<file path="src/rtl/lt_pkg.sv">
package lt_pkg;

    typedef enum logic [1:0] {
        OVF_WRAP = 2'd0,
        OVF_END  = 2'd1
    } ovf_mode_e;

    function automatic ovf_mode_e ovf_mode(input int variant);
        return (variant >= 3) ? OVF_END : OVF_WRAP;
    endfunction

    function automatic bit zero_cancels(input int variant);
        return variant == 1;
    endfunction

endpackage

</file>
<file path="src/rtl/lt_regs.sv">
module lt_regs #(
    parameter int CNT_W     = 8,
    parameter int SW_W      = 4,
    parameter int TOTAL_RST = 63,
    parameter int DISP_RST  = 40,
    parameter int SPOS_RST  = 46,
    parameter int SWID_RST  = 14
) (
    input  logic             clk_i,
    input  logic             rst_i,
    input  logic [CNT_W-1:0] wdata_i,
    input  logic             wr_total_i,
    input  logic             wr_disp_i,
    input  logic             wr_spos_i,
    input  logic             wr_swid_i,
    output logic [CNT_W-1:0] total_o,
    output logic [CNT_W-1:0] disp_o,
    output logic [CNT_W-1:0] spos_o,
    output logic [SW_W-1:0]  swid_o
);

    typedef struct packed {
        logic [CNT_W-1:0] total;
        logic [CNT_W-1:0] disp;
        logic [CNT_W-1:0] spos;
        logic [SW_W-1:0]  swid;
    } regs_t;

    localparam regs_t RST_VAL = '{
        total: CNT_W'(TOTAL_RST),
        disp:  CNT_W'(DISP_RST),
        spos:  CNT_W'(SPOS_RST),
        swid:  SW_W'(SWID_RST)
    };

    regs_t r_d, r_q;

    always_comb begin
        r_d = r_q;
        if (wr_total_i) r_d.total = wdata_i;
        if (wr_disp_i)  r_d.disp  = wdata_i;
        if (wr_spos_i)  r_d.spos  = wdata_i;
        if (wr_swid_i)  r_d.swid  = wdata_i[SW_W-1:0];
    end

    always_ff @(posedge clk_i) begin
        if (rst_i) r_q <= RST_VAL;
        else       r_q <= r_d;
    end

    assign total_o = r_q.total;
    assign disp_o  = r_q.disp;
    assign spos_o  = r_q.spos;
    assign swid_o  = r_q.swid;

    assert_write_lands_R10: assert property (@(posedge clk_i) disable iff (rst_i)
        wr_total_i |=> total_o == $past(wdata_i));

endmodule

</file>
<file path="src/rtl/lt_char_counter.sv">
module lt_char_counter #(
    parameter int CNT_W   = 8,
    parameter int VARIANT = 0
) (
    input  logic             clk_i,
    input  logic             rst_i,
    input  logic             ce_i,
    input  logic [CNT_W-1:0] total_i,
    output logic [CNT_W-1:0] hcc_o,
    output logic             line_end_o
);

    localparam bit END_EARLY = (lt_pkg::ovf_mode(VARIANT) == lt_pkg::OVF_END);

    typedef struct packed {
        logic [CNT_W-1:0] hcc;
    } cnt_t;

    cnt_t s_d, s_q;
    logic at_total;
    logic past_total;

    always_comb begin
        at_total   = (s_q.hcc == total_i);
        past_total = END_EARLY && (s_q.hcc > total_i);
        line_end_o = at_total || past_total;
        s_d = s_q;
        if (ce_i) begin
            s_d.hcc = line_end_o ? '0 : s_q.hcc + CNT_W'(1);
        end
    end

    always_ff @(posedge clk_i) begin
        if (rst_i) s_q <= '0;
        else       s_q <= s_d;
    end

    assign hcc_o = s_q.hcc;

    assert_hold_without_enable_R2: assert property (@(posedge clk_i) disable iff (rst_i)
        !ce_i |=> $stable(hcc_o));

    assert_step_or_wrap_R6: assert property (@(posedge clk_i) disable iff (rst_i)
        (ce_i && hcc_o != total_i && !(END_EARLY && hcc_o > total_i))
        |=> hcc_o == $past(hcc_o) + CNT_W'(1));

    assert_restart_at_total_R3: assert property (@(posedge clk_i) disable iff (rst_i)
        (ce_i && hcc_o == total_i) |=> hcc_o == '0);

    generate
        if (END_EARLY) begin : g_early
            assert_cut_short_R7: assert property (@(posedge clk_i) disable iff (rst_i)
                (ce_i && hcc_o > total_i) |=> hcc_o == '0);
        end
    endgenerate

endmodule

</file>
<file path="src/rtl/lt_sync_counter.sv">
module lt_sync_counter #(
    parameter int CNT_W   = 8,
    parameter int SW_W    = 4,
    parameter int VARIANT = 0
) (
    input  logic             clk_i,
    input  logic             rst_i,
    input  logic             ce_i,
    input  logic [CNT_W-1:0] hcc_i,
    input  logic [CNT_W-1:0] spos_i,
    input  logic [SW_W-1:0]  swid_i,
    output logic             hsync_o
);

    localparam bit ZERO_CANCEL = lt_pkg::zero_cancels(VARIANT);

    typedef struct packed {
        logic            active;
        logic [SW_W-1:0] hsc;
    } sync_t;

    sync_t s_d, s_q;
    logic [SW_W-1:0] hsc_nxt;
    logic            at_start;
    logic            cancel;

    always_comb begin
        hsc_nxt  = s_q.hsc + SW_W'(1);
        at_start = (hcc_i == spos_i);
        cancel   = ZERO_CANCEL && (swid_i == '0);
        s_d = s_q;
        if (ce_i) begin
            if (at_start) begin
                s_d.active = 1'b1;
                s_d.hsc    = '0;
            end else if (s_q.active) begin
                if (cancel) begin
                    s_d.active = 1'b0;
                end else begin
                    s_d.hsc = hsc_nxt;
                    if (hsc_nxt == swid_i) s_d.active = 1'b0;
                end
            end
        end
    end

    always_ff @(posedge clk_i) begin
        if (rst_i) s_q <= '0;
        else       s_q <= s_d;
    end

    assign hsync_o = s_q.active && !cancel;

    assert_sync_start_R5: assert property (@(posedge clk_i) disable iff (rst_i)
        (ce_i && hcc_i == spos_i) |=> (s_q.active && s_q.hsc == '0));

    assert_sync_frozen_R2: assert property (@(posedge clk_i) disable iff (rst_i)
        !ce_i |=> $stable(s_q));

    assert_sync_overrun_R8: assert property (@(posedge clk_i) disable iff (rst_i)
        (ce_i && s_q.active && hcc_i != spos_i && !cancel && hsc_nxt != swid_i)
        |=> s_q.active);

    generate
        if (ZERO_CANCEL) begin : g_cancel
            assert_zero_cancel_R9: assert property (@(posedge clk_i) disable iff (rst_i)
                (ce_i && s_q.active && swid_i == '0 && hcc_i != spos_i) |=> !s_q.active);
        end
    endgenerate

endmodule

</file>
<file path="src/rtl/line_timing_gen.sv">
module line_timing_gen #(
    parameter int CNT_W     = 8,
    parameter int SW_W      = 4,
    parameter int VARIANT   = 0,
    parameter int TOTAL_RST = 63,
    parameter int DISP_RST  = 40,
    parameter int SPOS_RST  = 46,
    parameter int SWID_RST  = 14
) (
    input  logic             clk_i,
    input  logic             rst_i,
    input  logic             ce_i,
    input  logic [CNT_W-1:0] wdata_i,
    input  logic             wr_total_i,
    input  logic             wr_disp_i,
    input  logic             wr_spos_i,
    input  logic             wr_swid_i,
    output logic [CNT_W-1:0] hcount_o,
    output logic             hsync_o,
    output logic             hde_o,
    output logic             eol_o
);

    logic [CNT_W-1:0] total_w, disp_w, spos_w;
    logic [SW_W-1:0]  swid_w;
    logic             line_end_w;

    lt_regs #(
        .CNT_W(CNT_W), .SW_W(SW_W),
        .TOTAL_RST(TOTAL_RST), .DISP_RST(DISP_RST),
        .SPOS_RST(SPOS_RST), .SWID_RST(SWID_RST)
    ) u_regs (
        .clk_i(clk_i), .rst_i(rst_i), .wdata_i(wdata_i),
        .wr_total_i(wr_total_i), .wr_disp_i(wr_disp_i),
        .wr_spos_i(wr_spos_i), .wr_swid_i(wr_swid_i),
        .total_o(total_w), .disp_o(disp_w), .spos_o(spos_w), .swid_o(swid_w)
    );

    lt_char_counter #(.CNT_W(CNT_W), .VARIANT(VARIANT)) u_char (
        .clk_i(clk_i), .rst_i(rst_i), .ce_i(ce_i), .total_i(total_w),
        .hcc_o(hcount_o), .line_end_o(line_end_w)
    );

    lt_sync_counter #(.CNT_W(CNT_W), .SW_W(SW_W), .VARIANT(VARIANT)) u_sync (
        .clk_i(clk_i), .rst_i(rst_i), .ce_i(ce_i), .hcc_i(hcount_o),
        .spos_i(spos_w), .swid_i(swid_w), .hsync_o(hsync_o)
    );

    always_comb begin
        hde_o = (hcount_o < disp_w);
        eol_o = ce_i && line_end_w;
    end

    assert_eol_then_zero_R3: assert property (@(posedge clk_i) disable iff (rst_i)
        eol_o |=> hcount_o == '0);

    assert_eol_needs_enable_R2: assert property (@(posedge clk_i) disable iff (rst_i)
        eol_o |-> ce_i);

endmodule

</file>
<file path="config.mk">
export PLATFORM = sky130hd
export DESIGN_NAME = line_timing_gen
export DESIGN_NICKNAME = d
export VERILOG_FILES = /design/src/rtl/lt_pkg.sv /design/src/rtl/lt_regs.sv /design/src/rtl/lt_char_counter.sv /design/src/rtl/lt_sync_counter.sv /design/src/rtl/line_timing_gen.sv
export SDC_FILE = /design/constraint.sdc
export NUM_CORES = 1
export LEC_CHECK = 0
export ABC_AREA = 1
export ABC_CLOCK_PERIOD_IN_PS = 1700
export BUFFER_PORTS_ARGS = -buffer_cell sky130_fd_sc_hd__buf_2
export CAP_MARGIN = 20
export CORE_MARGIN = 3
export CORE_UTILIZATION = 50
export CTS_CLUSTER_SIZE = 20
export DETAILED_ROUTE_END_ITERATION = 16
export PLACE_DENSITY = 0.77
export SLEW_MARGIN = 25
export SYNTH_ARGS = -nofsm -noshare
export SYNTH_HDL_FRONTEND = slang
export SYNTH_SLANG_ARGS = --single-unit
</file>
<file path="constraint.sdc">
create_clock -name clk_i -period 1.7 [get_ports clk_i]
set_input_delay 0.51 -clock clk_i [delete_from_list [all_inputs] [get_ports clk_i]]
set_output_delay 0.51 -clock clk_i [all_outputs]
set_load 0.02 [all_outputs]
</file>
==> results of run 1 <==
==> worst reg2reg max path, cell delays in order, from the launching register on <==
cell     delay, ps
dfxtp_2        370
buf_6          120
inv_4           40
nand2_2         50
nand2_2         60
nor2_2         130
nand3_2        100
buf_4          140
buf_4          120
o21ai_2        300
nor2_1          80
==> path summary, 6_finish.rpt <==
check	start	end	slack (ps)
max reg2reg	u_char.hcc_o[3]	u_char.hcc_o[3]	70
min reg2reg	u_regs.disp_o[7]	u_regs.disp_o[7]	460
max	u_regs.disp_o[3]	hde_o	-320
min	wdata_i[0]	u_regs.total_o[0]	430
==> power breakdown <==
part / internal [µW] / switching (µW) / leakage, µW
clock: 285 / 338 / 0.0000450
combinational: 126 / 176 / 0.000859
sequential: 1010 / 31.5 / 0.000342
total: 1420 / 545 / 0.00125
==> logic make-up after synthesis <==
group                    after synthesis  share of synthesized area
AND/OR/NAND/NOR                      110                     0.2340
AO/OA/AOI/OAI                         58                     0.1506
flip-flops                            41                     0.4082
buffers and inverters                 39                    0.08152
XOR/XNOR                              16                    0.06970
adder cells (fa/ha/maj)                9                    0.05601
==> final cells by class <==
cell class              count  area, µm²
repair buffers             52      357.8
flip-flops and latches     41      834.6
inverters                  32      127.6
fillers                   307       1185
clock inverters             2      10.01
clock buffers               6      72.57
multi-input cells         193       1124
well taps                  48      60.06
==> state kept, by name, indices dropped and copies added (netlist names) <==
name / cells
u_sync.s_q: 4
u_char.hcc_o: 8
u_regs.swid_o: 4
u_regs.disp_o: 8
u_regs.spos_o: 8
u_regs.total_o: 8
u_sync.hsync_o: 1
==> per-stage QoR <==
stage | hold WS (ps) | cells | util | power (µW)
after floorplan | 437.3 | 273 | - | 1223
after global placement | 452.9 | 354 | 0.6058 | 1308
after detailed placement | 457.2 | 354 | 0.6058 | 1317
after CTS | 428.9 | 366 | 0.6500 | 1932
after global routing | 442.5 | 374 | 0.6858 | 2049
final | 427.4 | 374 | 0.6858 | 1969
==> timing repair <==
| item | in CTS | in global routing |
|---|---|---|
| pin swaps | 8 | 8 |
| hold buffers | 0 | 0 |
| gates resized for setup | 16 | 23 |
| setup endpoints to repair | 2 | 2 |
| buffers inserted | 4 | 8 |
==> metal layers <==
layer	GRT usage	wire (µm)	vias to the layer above	part of all wire
li1	-	-	985	-
met1	0.2837	2306	897	0.46
met2	0.3263	2287	64	0.46
met3	0.05217	355	12	0.071
met4	0.06074	78	0	0.016
met5	0	0	-	0
==> Yosys cell counts (2+ instances only) <==
cell,instances
a21oi_1,28
xnor2_1,9
buf_6,2
o22ai_1,2
nand2_1,60
o21ai_0,25
nand3_1,18
dfxtp_1,41
inv_1,28
nor2_1,25
ha_1,9
clkbuf_1,5
xor2_1,7
inv_2,2
==> PnR_summary.wiki, run 1 <==
{| class="wikitable"
! Metric !! Value
|-
| Run status || finished, violations left
|-
| Failing checks || negative setup slack
|-
| Die Y || 69.42 µm
|-
| CP Cell Sequence || inv_2 -> ha_4 -> nand2_1 -> o21ai_2 -> nand3_2 -> nand2_2 -> a21oi_4 -> buf_6
|-
| Area share of the leading cell type in the synthesized netlist || 0.4082
|-
| Setup total negative slack || -550.6 ps
|-
| Core box area || 3771 µm²
|-
| Placer's final routability congestion estimate || 0.8390
|-
| Proportion of synthesized chip area in sequential cells || 0.4082
|-
| CP Max Fanout || 2
|-
| Type of the worst setup path || flop to output port
|-
| Layout overhead on the synthesized area || 28.62%
|-
| Post-synthesis async set-or-reset flop share || 0
|-
| Max incr delay on CP || 330 ps
|-
| Vias after detailed routing || 1,958
|-
| Worst endpoint required time || about 1200 ps
|-
| Placement-stage worst setup slack || -131.2 ps
|-
| TritonCTS clock tree || built
|-
| Number of endpoints with negative hold slack in the final report || 0
|-
| Sinks on Clock Net || 41
|-
| Synthesized area divided by synthesized cell count || 7.365 µm²
|-
| Std-Cell Rows || 22
|-
| Highest attainable clock frequency || about 490 MHz
|-
| Clock Skews || ~6 ps
|-
| First DRT Iteration DRCs || around 120
|-
| Worst ir drop on vdd || approximately 0.51 mV
|-
| Pin slew with the least headroom to its limit || around 380 ps
|-
| Post-DP HPWL || 3.585 mm
|-
| Final Setup Violations || 2
|-
| Buf/Inv on CP || 2
|-
| Maximum number of pins on one net before global-route repair || 14
|-
| H-tree depth || 2
|-
| Most common cell after layout, fill and taps aside || nand2_1
|-
| Arrival time at the worst endpoint || 1510 ps
|-
| Number of CTS-inserted buffers || 5
|-
| Vias in the first global route || 1,764
|-
| Top cells by area, synth || dfxtp_1 (41%), nand2_1 (11%), a21oi_1 (7.0%), o21ai_0 (6.2%), ha_1 (5.6%)
|-
| Aggregate routed wire length || ~5.0 mm
|-
| # Max-Cap Violations || 0
|-
| Hold crit path type || input pin to flop
|-
| Critical Path Stages || 8
|-
| CTS root buf || clkbuf_8
|-
| #FFs+latches synth || 41
|-
| Average via count per standard cell || ~5.2
|-
| Fin crit share || 1.191
|-
| Clock period minus worst slack || 2024 ps
|-
| Final antenna diode count || 0
|-
| Total global routing overflow || 0
|-
| Width of the die || 69.42 µm
|-
| GRT Resource Usage Total || 0.2085
|-
| Critical path capture point type || output port
|-
| Floorplan die area || 4818 µm²
|-
| Number of antenna violations at the first check in global routing || 0
|-
| Effective utilization at floorplan || 0.5332
|-
| Antenna Nets Post-Route || 0
|-
| Final design instance area without fill || 2586 µm²
|-
| Net Count, Synth || approximately 300
|-
| I/O Buffers || 25
|-
| Routed wirelength normalized by instance count || ~13 µm
|-
| Predominant post-synthesis flop cell || dfxtp_1
|-
| Worst rel slew slack || 0.7478
|-
| Critical path's slowest cell || dfxtp_2
|-
| Ports placed on the boundary || 26
|-
| Power per unit of standard cell area || 761.4 nW/µm²
|-
| Number of nets in the final layout || 349
|-
| YS warnings || 0
|-
| RSZ-0062 raised after global routing || true
|-
| Global-route wire length before repair || 8.142 mm
|-
| Cell type group with the largest total delay on the critical path || flip-flops
|-
| Max Slew Vio Count || 0
|-
| Cells on Worst Hold Path || 3
|-
| Cell count of the worst reg-to-reg path || 10
|-
| Proportion of layout cells with a drive suffix above 1 || 0.3037
|-
| Most used cells in the layout excluding fill and tap cells || nand2_1 (57), dfxtp_1 (32)
|-
| Clk slew on worst S/H paths || 80 ps
|-
| Worst Slack Setup Final || -324.2 ps
|-
| Count of flip-flops with a built-in enable after synthesis || 0
|-
| Worst-Skew Late Latency || roughly 300 ps
|-
| Distinct cells, synth || 26
|-
| Post-synthesis cell area || 2011 µm²
|-
| Post-route DRC || 0
|-
| DP Area || 2285 µm²
|-
| Cell type contributing the most total cell area after synthesis || dfxtp_1
|-
| Static Leakage || 0.001246 µW
|-
| Number of detailed-route iterations in the first pass || 4
|-
| Startpoint type of the worst setup path || flop
|-
| Max clock buf depth || 2
|-
| Gate Count Post-Synth || ~270
|}
No activity file was read; power rests on OpenSTA's default activity.
==> run 2, diff against run 1 <==
Settings changed: ABC_AREA 1 to unset, PLACE_DENSITY 0.77 to 0.76.
==> PnR_summary.wiki, run 2 <==
{| class="wikitable"
! Metric !! Value
|-
| Vias after detailed routing || 1,547 (-21%)
|-
| Most common cell after layout, fill and taps aside || dfxtp_1
|-
| Max incr delay on CP || 340 ps (about the same)
|-
| HP Start || wdata_i[5]
|-
| Number of CTS-inserted buffers || 5 (unchanged)
|-
| CP Max Fanout || 2 (unchanged)
|-
| Maximum number of pins on one net before global-route repair || 16 (+2)
|-
| Proportion of layout cells with a drive suffix above 1 || 0.3520 (+0.04832)
|-
| Number of nets in the final layout || 274 (-21%)
|-
| Startpoint type of the worst setup path || flop
|-
| Fin crit share || 1.201 (+0.009868)
|-
| #FFs+latches synth || 41 (unchanged)
|-
| # Max-Cap Violations || 0 (unchanged)
|-
| Area share of the leading cell type in the synthesized netlist || 0.3954 (-0.01280)
|-
| Setup total negative slack || -613.7 ps (-63.09 ps)
|-
| Ports placed on the boundary || 26 (unchanged)
|-
| Proportion of synthesized chip area in sequential cells || 0.3954 (-0.01280)
|-
| Worst Slack Setup Final || -341.0 ps (-16.77 ps)
|-
| Final antenna diode count || 0 (unchanged)
|-
| Count of flip-flops with a built-in enable after synthesis || 0 (unchanged)
|-
| Most common cell in the synthesized netlist || dfxtp_1
|-
| P_sw || 497.4 µW (-8.8%)
|-
| Net Count, Synth || 236 (-21%)
|-
| CTS root buf || clkbuf_8
|-
| Post-DP HPWL || 3.141 mm (-12%)
|-
| Final Setup Violations || 2 (unchanged)
|-
| Leading cell types by count after synthesis || dfxtp_1 (41), mux2i_1 (27), xnor2_1 (23)
|-
| Routed wirelength normalized by instance count || 14.50 µm (+7.9%)
|-
| Synthesized area divided by synthesized cell count || 9.791 µm² (+33%)
|-
| Post-synthesis async set-or-reset flop share || 0 (unchanged)
|-
| TritonCTS clock tree || built
|-
| Post-synthesis cell area || 2076 µm² (+3.2%)
|-
| Max clock buf depth || 2 (unchanged)
|-
| Number of buffers inserted for hold repair after clock tree synthesis || 0 (unchanged)
|-
| Type of the worst setup path || flop to output port
|-
| Pint || 1468 µW (+3.1%)
|-
| Antenna Nets Post-Route || 0 (unchanged)
|-
| GRT Resource Usage Total || 0.1874 (-0.02116)
|-
| Effective utilization at floorplan || 0.5425 (+0.009333)
|-
| Most used cells in the layout excluding fill and tap cells || dfxtp_1 (32), mux2i_1 (27), buf_2 (23), nand2_1 (22)
|-
| Power per unit of standard cell area || 765.2 nW/µm² (+0.49%)
|-
| Number of endpoints with negative hold slack in the final report || 0 (unchanged)
|-
| Predominant post-synthesis flop cell || dfxtp_1
|-
| PnR Total Power || 1965 µW (-0.19%)
|-
| Floorplan die area || 4960 µm² (+2.9%)
|-
| Worst-Skew Late Latency || 290 ps (about the same)
|-
| Average via count per standard cell || 5.191 (-0.84%)
|-
| Clock period minus worst slack || 2041 ps (+16.77 ps)
|-
| Core box area || 3826 µm² (+1.5%)
|-
| Aggregate routed wire length || 4.322 mm (-14%)
|-
| Worst ir drop on vdd || 0.5982 mV (+18%)
|-
| Clk slew on worst S/H paths || 80 ps (about the same)
|-
| Highest attainable clock frequency || 490.0 MHz (-0.82%)
|-
| Failing checks || negative setup slack
|-
| Reg power frac || 0.528 (-0.002)
|-
| CP Cell Sequence || inv_2 -> ha_4 -> a21o_1 -> a21oi_1 -> o21ai_1 -> a31oi_2 -> buf_4
|-
| RSZ-0062 raised after global routing || true
|-
| Critical path capture point type || output port
|-
| Top cells by area, synth || dfxtp_1 (40%), mux2i_1 (13%), xnor2_1 (9.7%), ha_1 (5.4%), nand2_1 (4.0%)
|-
| Placement-stage worst setup slack || -63.62 ps (+67.55 ps)
|-
| Die Y || 70.43 µm (+1.5%)
|-
| Number of detailed-route iterations in the first pass || 4 (unchanged)
|-
| Number of antenna violations at the first check in global routing || 0 (unchanged)
|-
| Hold crit path type || input pin to flop
|-
| Clock network fraction of total power || 0.324 (+0.008)
|-
| First DRT Iteration DRCs || 103 (-16%)
|-
| Placer's final routability congestion estimate || 0.8181 (-2.5%)
|-
| Cell type contributing the most total cell area after synthesis || dfxtp_1
|-
| Global-route wire length before repair || 7.245 mm (-11%)
|-
| Static Leakage || 0.001159 µW (-7.0%)
|-
| Critical path's slowest cell || dfxtp_2
|-
| Sinks on Clock Net || 41 (unchanged)
|-
| Post-route DRC || 0 (unchanged)
|-
| Part of the power in combinational logic || 0.148 (-0.005)
|-
| Std-Cell Rows || 22 (unchanged)
|-
| Run status || finished, violations left
|-
| Worst rel slew slack || 0.6980 (-0.04981)
|-
| Layout overhead on the synthesized area || 23.75%
|-
| Clock Skews || 6.672 ps (+0.7980 ps)
|-
| Worst endpoint required time || 1190 ps (about the same)
|-
| Final design instance area without fill || 2569 µm² (-0.68%)
|-
| Vias in the first global route || 1,502 (-15%)
|-
| Arrival time at the worst endpoint || 1530 ps (+20 ps)
|-
| YS warnings || 0 (unchanged)
|-
| Launching point of the worst reg2reg path || u_char.hcc_o[5]
|-
| Pin slew with the least headroom to its limit || 452.5 ps (+74.64 ps)
|-
| Total global routing overflow || 0 (unchanged)
|-
| H-tree depth || 2 (unchanged)
|-
| Gate Count Post-Synth || 212 (-22%)
|-
| Max Slew Vio Count || 0 (unchanged)
|-
| Worst setup path startpoint || u_regs.disp_o[4]
|-
| I/O Buffers || 25 (unchanged)
|-
| Width of the die || 70.43 µm (+1.5%)
|-
| DP Area || 2366 µm² (+3.6%)
|-
| Distinct cells, synth || 35 (+35%)
|-
| Switching part of the total power || 0.2531 (-0.02380)
|}
==> run 2: cell types whose count changed after synthesis, sizes merged, moves of 3 or more <==
cell / previous run / this run
nand2: 61 / 22
o21ai: 26 / 2
nand3: 19 / 3
a22o: 0 / 3
buf: 2 / 10
mux2i: 0 / 27
a21oi: 28 / 3
inv: 31 / 9
o31ai: 0 / 3
xnor2: 9 / 25
xor2: 7 / 4
nand4: 1 / 7
==> run 2: path summary, 6_finish.rpt <==
path / end / slack, ps / cells after the start
worst min-delay path: u_regs.spos_o[5] / 470 / 3
worst max register to register: u_sync.s_q[0] / 70 / 7
worst max-delay path: hde_o / -340 / 7
worst min register to register: u_regs.disp_o[5] / 490 / 2
==> run 2: logic make-up after synthesis <==
family	Yosys count	share of synthesized area
AO/OA/AOI/OAI	17	0.05907
buffers and inverters	22	0.05726
flip-flops	41	0.3954
AND/OR/NAND/NOR	66	0.1615
XOR/XNOR	29	0.1350
multiplexers	28	0.1374
adder cells (fa/ha/maj)	9	0.05425
==> run 2: per-layer routing <==
layer / vias to the layer above / global-route usage / routed length [µm]
met2: 34 / 0.2765 / 1930
li1: 777 / - / -
met3: 9 / 0.04173 / 193
met4: 0 / 0.08298 / 88
met5: - / 0 / 0
met1: 727 / 0.2595 / 2110
==> run 2: timing repair <==
action / 4_1_cts / 5_1_grt
resized for setup: 19 / 4
endpoints found under the hold margin: 0 / 0
setup endpoints to repair: 2 / 6
pin swaps: 7 / 5
setup buffers: 2 / 1
==> run 2: cell type report <==
| type | instances | area (µm²) |
|---|---|---|
| multi-input cells | 149 | 1246 |
| fillers | 299 | 1257 |
| inverters | 9 | 33.78 |
| clock buffers | 7 | 86.33 |
| well taps | 48 | 60.06 |
| repair buffers | 44 | 300.3 |
| flip-flops and latches | 41 | 842.1 |
==> run 2: critical path: cells and delay by family, from the launching register on <==
kind | cells | cell delay (ps)
buffers and inverters | 2 | 200
AOI/OAI and AO/OA | 4 | 480
DFF | 1 | 340
adders and majority gates | 1 | 220
==> run 2: stage by stage <==
step / hold WS [ps] / util / std cells
6_report: 474.6 / 0.6714 / 298
5_1_grt: 510.6 / 0.6714 / 298
3_3_place_gp: 473.5 / 0.6184 / 289
2_1_floorplan: 459.3 / - / 212
3_5_place_dp: 479.8 / 0.6184 / 289
4_1_cts: 467.7 / 0.6635 / 298
==> run 2: power groups by stage <==
stage          combinational, µW  sequential, µW  clock [µW]
6_report                     290            1040         637
5_1_grt                      320            1040         682
4_1_cts                      284            1040         653
3_5_place_dp                 269            1060           0
3_3_place_gp                 263            1060           0
2_1_floorplan                188            1060           0
